### config.mk
export PLATFORM = sky130hd
export DESIGN_NAME = word_alu_nzvc
export DESIGN_NICKNAME = d
export VERILOG_FILES = /design/src/rtl/word_alu_pkg.sv /design/src/rtl/word_alu_adder.sv /design/src/rtl/word_alu_logic.sv /design/src/rtl/word_alu_nzvc.sv
export SDC_FILE = /design/constraint.sdc
export NUM_CORES = 1
export LEC_CHECK = 0
export ABC_AREA = 1
export BUFFER_PORTS_ARGS = -buffer_cell sky130_fd_sc_hd__buf_2
export CAP_MARGIN = 30
export CORE_MARGIN = 10
export CORE_UTILIZATION = 40
export DETAILED_ROUTE_END_ITERATION = 12
export PLACE_DENSITY_LB_ADDON = 0.1
export SYNTH_ARGS = -nofsm -noshare
export SYNTH_HDL_FRONTEND = slang
export SYNTH_HIERARCHICAL = 1
export SYNTH_SLANG_ARGS = --single-unit
### constraint.sdc
create_clock -name clk -period 3.8 [get_ports clk]
set_clock_uncertainty 0.15 [all_clocks]
set_input_delay 0.38 -clock clk [delete_from_list [all_inputs] [get_ports clk]]
set_output_delay 0.38 -clock clk [all_outputs]
set_load 0.1 [all_outputs]
### src/rtl/word_alu_pkg.sv
package word_alu_pkg;

    localparam int unsigned WORD_W = 16;
    localparam int unsigned BYTE_W = 8;
    localparam int unsigned OP_W   = 4;

    typedef enum logic [OP_W-1:0] {
        OP_PASS = 4'd0,
        OP_LDW  = 4'd1,
        OP_LDB  = 4'd2,
        OP_ADD  = 4'd3,
        OP_SUB  = 4'd4,
        OP_AND  = 4'd5,
        OP_OR   = 4'd6,
        OP_INV  = 4'd7,
        OP_NEG  = 4'd8
    } alu_op_e;

    typedef struct packed {
        logic n;
        logic z;
        logic v;
        logic c;
    } nzvc_t;

    typedef struct packed {
        logic upd_nz;
        logic upd_vc;
    } flag_mask_t;

    function automatic flag_mask_t mask_for(input logic [OP_W-1:0] op);
        flag_mask_t m;
        m = '0;
        case (op)
            OP_ADD, OP_SUB: begin
                m.upd_nz = 1'b1;
                m.upd_vc = 1'b1;
            end
            OP_LDW, OP_LDB, OP_AND, OP_OR, OP_INV, OP_NEG: m.upd_nz = 1'b1;
            default: m = '0;
        endcase
        return m;
    endfunction

endpackage

### src/rtl/word_alu_adder.sv
module word_alu_adder #(
    parameter int unsigned W = 16
) (
    input  logic [W-1:0] a,
    input  logic [W-1:0] b,
    input  logic         sub,
    output logic [W-1:0] sum,
    output logic         carry,
    output logic         ovf
);
    logic [W-1:0] b_eff;
    logic [W:0]   full;

    always_comb begin
        b_eff = sub ? ~b : b;
        full  = {1'b0, a} + {1'b0, b_eff} + {{W{1'b0}}, sub};
        sum   = full[W-1:0];
        carry = full[W];
        ovf   = (a[W-1] == b_eff[W-1]) && (full[W-1] != a[W-1]);
    end
endmodule

### src/rtl/word_alu_logic.sv
module word_alu_logic #(
    parameter int unsigned W  = 16,
    parameter int unsigned BW = 8
) (
    input  word_alu_pkg::alu_op_e op,
    input  logic [W-1:0]          a,
    input  logic [W-1:0]          b,
    output logic [W-1:0]          y
);
    import word_alu_pkg::*;

    localparam int unsigned HI_W = W - BW;

    logic [W-1:0] byte_merge;

    generate
        if (HI_W > 0) begin : g_hi
            assign byte_merge = {a[W-1:BW], b[BW-1:0]};
        end else begin : g_nohi
            assign byte_merge = b;
        end
    endgenerate

    always_comb begin
        case (op)
            OP_LDW:  y = b;
            OP_LDB:  y = byte_merge;
            OP_AND:  y = a & b;
            OP_OR:   y = a | b;
            OP_INV:  y = ~a;
            OP_NEG:  y = (~a) + {{(W-1){1'b0}}, 1'b1};
            default: y = a;
        endcase
    end
endmodule

### src/rtl/word_alu_nzvc.sv
module word_alu_nzvc
    import word_alu_pkg::*;
#(
    parameter int unsigned W  = WORD_W,
    parameter int unsigned BW = BYTE_W
) (
    input  logic          clk,
    input  logic          rst,
    input  logic [W-1:0]  reg_opnd,
    input  logic [W-1:0]  mem_opnd,
    input  logic [3:0]    op_sel,
    input  logic          flag_we,
    output logic [W-1:0]  result,
    output logic          flag_n,
    output logic          flag_z,
    output logic          flag_v,
    output logic          flag_c
);
    typedef struct packed {
        nzvc_t flags;
    } state_t;

    state_t     state_d, state_q;
    alu_op_e    op;
    logic       is_arith;
    logic [W-1:0] arith_sum, logic_y;
    logic       arith_c, arith_v;
    flag_mask_t mask;

    assign op       = alu_op_e'(op_sel);
    assign is_arith = (op == OP_ADD) || (op == OP_SUB);

    word_alu_adder #(.W(W)) u_adder (
        .a     (reg_opnd),
        .b     (mem_opnd),
        .sub   (op == OP_SUB),
        .sum   (arith_sum),
        .carry (arith_c),
        .ovf   (arith_v)
    );

    word_alu_logic #(.W(W), .BW(BW)) u_logic (
        .op (op),
        .a  (reg_opnd),
        .b  (mem_opnd),
        .y  (logic_y)
    );

    always_comb begin
        result  = is_arith ? arith_sum : logic_y;
        mask    = mask_for(op_sel);
        state_d = state_q;
        if (flag_we) begin
            if (mask.upd_nz) begin
                state_d.flags.n = result[W-1];
                state_d.flags.z = (result == '0);
            end
            if (mask.upd_vc) begin
                state_d.flags.v = arith_v;
                state_d.flags.c = arith_c;
            end
        end
    end

    always_ff @(posedge clk) begin
        if (rst) state_q <= '0;
        else     state_q <= state_d;
    end

    assign flag_n = state_q.flags.n;
    assign flag_z = state_q.flags.z;
    assign flag_v = state_q.flags.v;
    assign flag_c = state_q.flags.c;
endmodule

Word level (Yosys, flattened, before mapping) --
Cells that the tools add are included. W data, S select, Z words.
Cells by class: mux-type cells 5, bitwise logic cells 4, equal/unequal tests 10, add/sub/neg operators 3, reductions and logical operators 7
Operators with widths (number):
- $pmux W16 S6 | 1
- $mux W16 | 2
- $not A16 Y16 | 2
- $add A16 B16 Y17 | 1
- $add A17 B1 Y17 | 1
- $add A16 B1 Y16 const B | 1
- $and A16 B16 Y16 | 1
- $eq A4 B3 Y1 const B | 4
- $logic_not A16 Y1 | 1
- $or A16 B16 Y16 | 1
- $eq A4 B2 Y1 const B | 2
- $reduce_or A8 Y1 | 1
- $eq A4 B1 Y1 const B | 1
- $eq A4 B4 Y1 const B | 1
- $reduce_and A2 Y1 | 2
- $mux W1 | 2
- $reduce_or A2 Y1 | 1
- $eq A1 B1 Y1 | 1
- $logic_and A1 B1 Y1 | 1
- $logic_or A1 B1 Y1 | 1
- $ne A1 B1 Y1 | 1
Word-level totals: output and inout port bits 20, logic and storage cells 33, bits of input ports 39, register bits after elaboration 4

Depth between registers and ports, before layout --
depth in word-level cells 6, mapped depth 25, mapped depth without buffers 24

Modules after synthesis --
The synthesis kept the hierarchy.
By module, submodules not included:
- word_alu_adder | sequential area each 0.0 um2, times used 1, cells an instance 173, area an instance 1084.8 um2
- word_alu_logic | sequential area each 0.0 um2, times used 1, cells an instance 227, area an instance 1027.2 um2
- word_alu_nzvc | sequential area each 80.1 um2, times used 1, cells an instance 100, area an instance 531.8 um2

Least setup slack after synthesis --
Ideal clock, no wire load.
path kind input-to-reg, start point in op_sel[0], end point reg state_q, in the netlist flag_z, data required time 3.583 ns, setup time 0.067 ns, stages on the path 21, arrival time 3.444 ns, slack 0.140 ns, cell sequence nor2_2 nand2_4 inv_1 buf_6 buf_2 xor2_1 ha_1 a21o_1 a21oi_1 nand2_4 nand2_4 nand2_1 nand2_1 nand2_1 nand2_1 nand2_1 nor2_1 nand3_1 nor2_1 nand2_1 a21oi_2
Between the ends: cells in the longest elaborated chain, start to end 6, elaborated cells between the ends (all ways) 18
Ends and longest elaborated chain:
- from (decl) | line word_alu_nzvc.sv:11 | input logic [3:0] op_sel,
- $eq A4 B3 Y1 (*) | line word_alu_nzvc.sv:36 | .sub (op == OP_SUB),
- $mux W16 | line word_alu_adder.sv:15 | b_eff = sub ? ~b : b;
- $add A16 B16 Y17 | line word_alu_adder.sv:16 | full = {1'b0, a} + {1'b0, b_eff} + {{W{1'b0}}, sub};
- $add A17 B1 Y17 (*) | line word_alu_adder.sv:16
- named net arith_sum[15] | line word_alu_nzvc.sv:26 | logic [W-1:0] arith_sum, logic_y;
- $mux W16 (*) | line word_alu_nzvc.sv:50 | result = is_arith ? arith_sum : logic_y;
- named net result[15] | line word_alu_nzvc.sv:13 | output logic [W-1:0] result,
- $logic_not A16 Y1 (*) | line word_alu_nzvc.sv:56 | state_d.flags.z = (result == '0);
- to (signal assigned) | line word_alu_nzvc.sv:67 | else state_q <= state_d;
- to (decl) | line word_alu_nzvc.sv:23 | state_t state_d, state_q;
Mark *: on every way through the listed nets, which the timed path passes. The rest lies on a longest branch. A chain may end at the register's enable or synchronous reset.

Final worst setup path --
start point in op_sel[0], end point out result[13]
Between the ends: cells in the longest elaborated chain, start to end 5, elaborated cells between the ends (all ways) 14
Ends and longest elaborated chain (line):
- $eq A4 B3 Y1 (*) | word_alu_nzvc.sv:36
- $mux W16 | word_alu_adder.sv:15
- $add A16 B16 Y17 | word_alu_adder.sv:16
- $add A17 B1 Y17 (*) | word_alu_adder.sv:16
- named net arith_sum[13] | word_alu_nzvc.sv:26
- $mux W16 (*) | word_alu_nzvc.sv:50
- to (decl) | word_alu_nzvc.sv:13
Marked as above.

==> reports/qor.yml <==
outcome:
  status: "completed"
floorplanning:
  die_h_um: 101
  core_mm2: 0.00639
  start_util_pct: 41.4
  rows: 29
  fp.dieW_um: 101
  pin_count: 59
  dieArea_mm2: 0.0103
final_layout:
  stdcell_area_mm2: 0.00325
  area_delta_synth_final_pct: 23.0
  final_cells: 635
  drive_gt1_share_pct: 20.8
  final_nets: 617
  diodes: 0
  final_core_util_pct: 50.9
critical_path:
  rr_worst_depth: 2
  critPathBufInv: 4
  slowest_stage: "ha_1"
  endpoint_kind: "output port"
  max_stage_delay_ns: 0.30
  arrival_ns: 3.01
  cp_top_family: "simple AND/OR/NAND/NOR gates"
  worstSetupPathDepth: 16
  startpoint_type: "primary input"
  required_ns: 3.27
  critPathMaxFanout: 13
  criticalPathCategory: "in2out"
  cpMostUsedCell: "nand2_1"
  crit_chain: "buf_2 > nor2_2 > nand2_4 > inv_1 > buf_12 > xor2_1 > ha_1 > a21o_1 > a21oi_1 > nor2_1 > nor2_1 > nand3_1 > nand2_1 > nand2_1 > nand2_1 > buf_12"
place:
  portBuffers: 58
  dpl_worst_slack_ns: 0.272
  dpl.cell_count: 632
  dp_hpwl_um: 8250
  gp_congestion: 0.979
  place_area_mm2: 0.00321
global_routing:
  first_global_vias: 3050
  grt_pass1_wl_um: 15800
  grt_use_total_pct: 18.7
  overflow: 0
  grt_max_degree: 21
  antenna_found_initial: 0
clock_network:
  cts_setup_buffers: 0
  ctsHoldBuffers: 0
  cts_root_buf: "clkbuf_8"
  clock_latency_ns: 0.21
  clk_pin_slew_ns: 0.03
  cts_max_path_buffers: 2
  numCtsBuffers: 3
  htreeDepth: 1
  clkSinkCount: 4
  cts_tree: "yes"
  ctsResizeCount: 0
yosys:
  synthFlopType: "dfxtp_1"
  ys_seq_area_share_pct: 3.03
  ys_ff_latch: 4
  yosys.area_share.simple_pct: 54.9
  synth_warnings: 6
  synth_largest_area_cell: "nand2_1"
  synth_nets: 557
  netlist_area_mm2: 0.00264
  avgSynthCellArea_um2: 5.29
  postSynthCellCount: 500
  synth_top_area_share_pct: 23.3
  synth-compound-area-share_pct: 14.6
  ys_types: 40
  synthArstFlopShare_pct: 0
  synth_top_family_by_area: "simple AND/OR/NAND/NOR gates"
  synthAdderAreaFrac_pct: 8.80
  synth-edff-count: 0
  synth_xor_area_share_pct: 7.95
  synthMuxAreaShare_pct: 0
  ys_top_cells_by_area: "nand2_1, nor2_1, ha_1, nand3_1, inv_1"
routing:
  routedWlPerCell_um: 15.3
  wirelength_um: 9680
  vias: 3294
  drc_errors: 0
  dr.first_iter.drc_count: 221
  dr.pass1.iters: 5
  antenna_left: 0
  viasPerCell: 5.19
timing:
  period_share_pct: 93.2
  hold_slack_ns: 0.203
  fmax_mhz: 283
  slew_viol_final: 0
  worstMarginPinSlew_ns: 0.493
  min_period_ns: 3.54
  setup_tns_ns: 0
  worst_slack_ns: 0.260
  hold_viol: 0
  setup_viol: 0
  rsz0062_at_grt: "no"
  maxSlewHeadroom_pct: 67.4
power_and_ir_drop:
  power_density_mw_per_mm2: 260
  ir_drop_uv: 366
  leakagePower_nw: 1.82
  total_power_uw: 845
min_path:
  whs_path_depth: 2
  hold_path.class: "in2reg"
flow_run:
  cap_violations: 0
kinds of logic after synthesis:
kind of cell	after synthesis
AND/OR/NAND/NOR	319
buffers and inverters	68
AO/OA/AOI/OAI	67
adder cells (fa/ha/maj)	18
flip-flops	4
XOR/XNOR	24
power breakdown:
part | internal, mW | total (mW) | leakage, nW | switching [mW]
sequential | 0.0439 | 0.0447 | 0.0325 | 0.000787
combinational | 0.224 | 0.713 | 1.76 | 0.488
clock | 0.0674 | 0.0879 | 0.0216 | 0.0205
cells in the final DEF (no fill, tap or decap), types with 14 or more instances in the layout:
cell     Yosys  final
ha_1        17     17
buf_12       0     14
inv_1       55     55
a21oi_1     29     29
nor2_1      62     62
xor2_1      22     22
nand2_2     15     15
buf_2        2     45
o21ai_0     15     15
nand3_1     42     42
nand2_1    164    164
metal layers:
metal / global-route usage [%] / routed length, µm / share of wire (%)
met1: 26.0 / 4450 / 46
met2: 28.9 / 4280 / 44
met3: 4.02 / 817 / 8.4
met4: 3.64 / 141 / 1.5
met5: 0 / 0 / 0
synth_stat cells, types with 7 or more instances:
library cell	n
a21oi_1	29
ha_1	17
inv_1	55
inv_2	7
nand2_1	164
nand2_2	15
nand3_1	42
nand4_1	7
nor2_1	62
nor2_2	7
o21ai_0	15
xor2_1	22
cell type report:
cell class / count / area (µm²)
clock buffers: 3 / 41.3
fillers: 707 / 3140
inverters: 63 / 239
multi-input cells: 428 / 2280
flip-flops and latches: 4 / 80.1
well taps: 77 / 96.3
repair buffers: 60 / 513
state kept, by name, summed over array words and instances, names as in the netlist:
| signal | flops |
|---|---|
| flag_z | 1 |
| flag_c | 1 |
| flag_n | 1 |
| flag_v | 1 |
worst paths after layout:
kind                   from         end  slack (ns)
hold reg to reg      flag_n      flag_n        0.32
hold / removal          rst      flag_z        0.20
setup / recovery  op_sel[0]  result[13]        0.26
setup reg to reg     flag_c      flag_c        3.04
(Power assumes the default switching activity.)
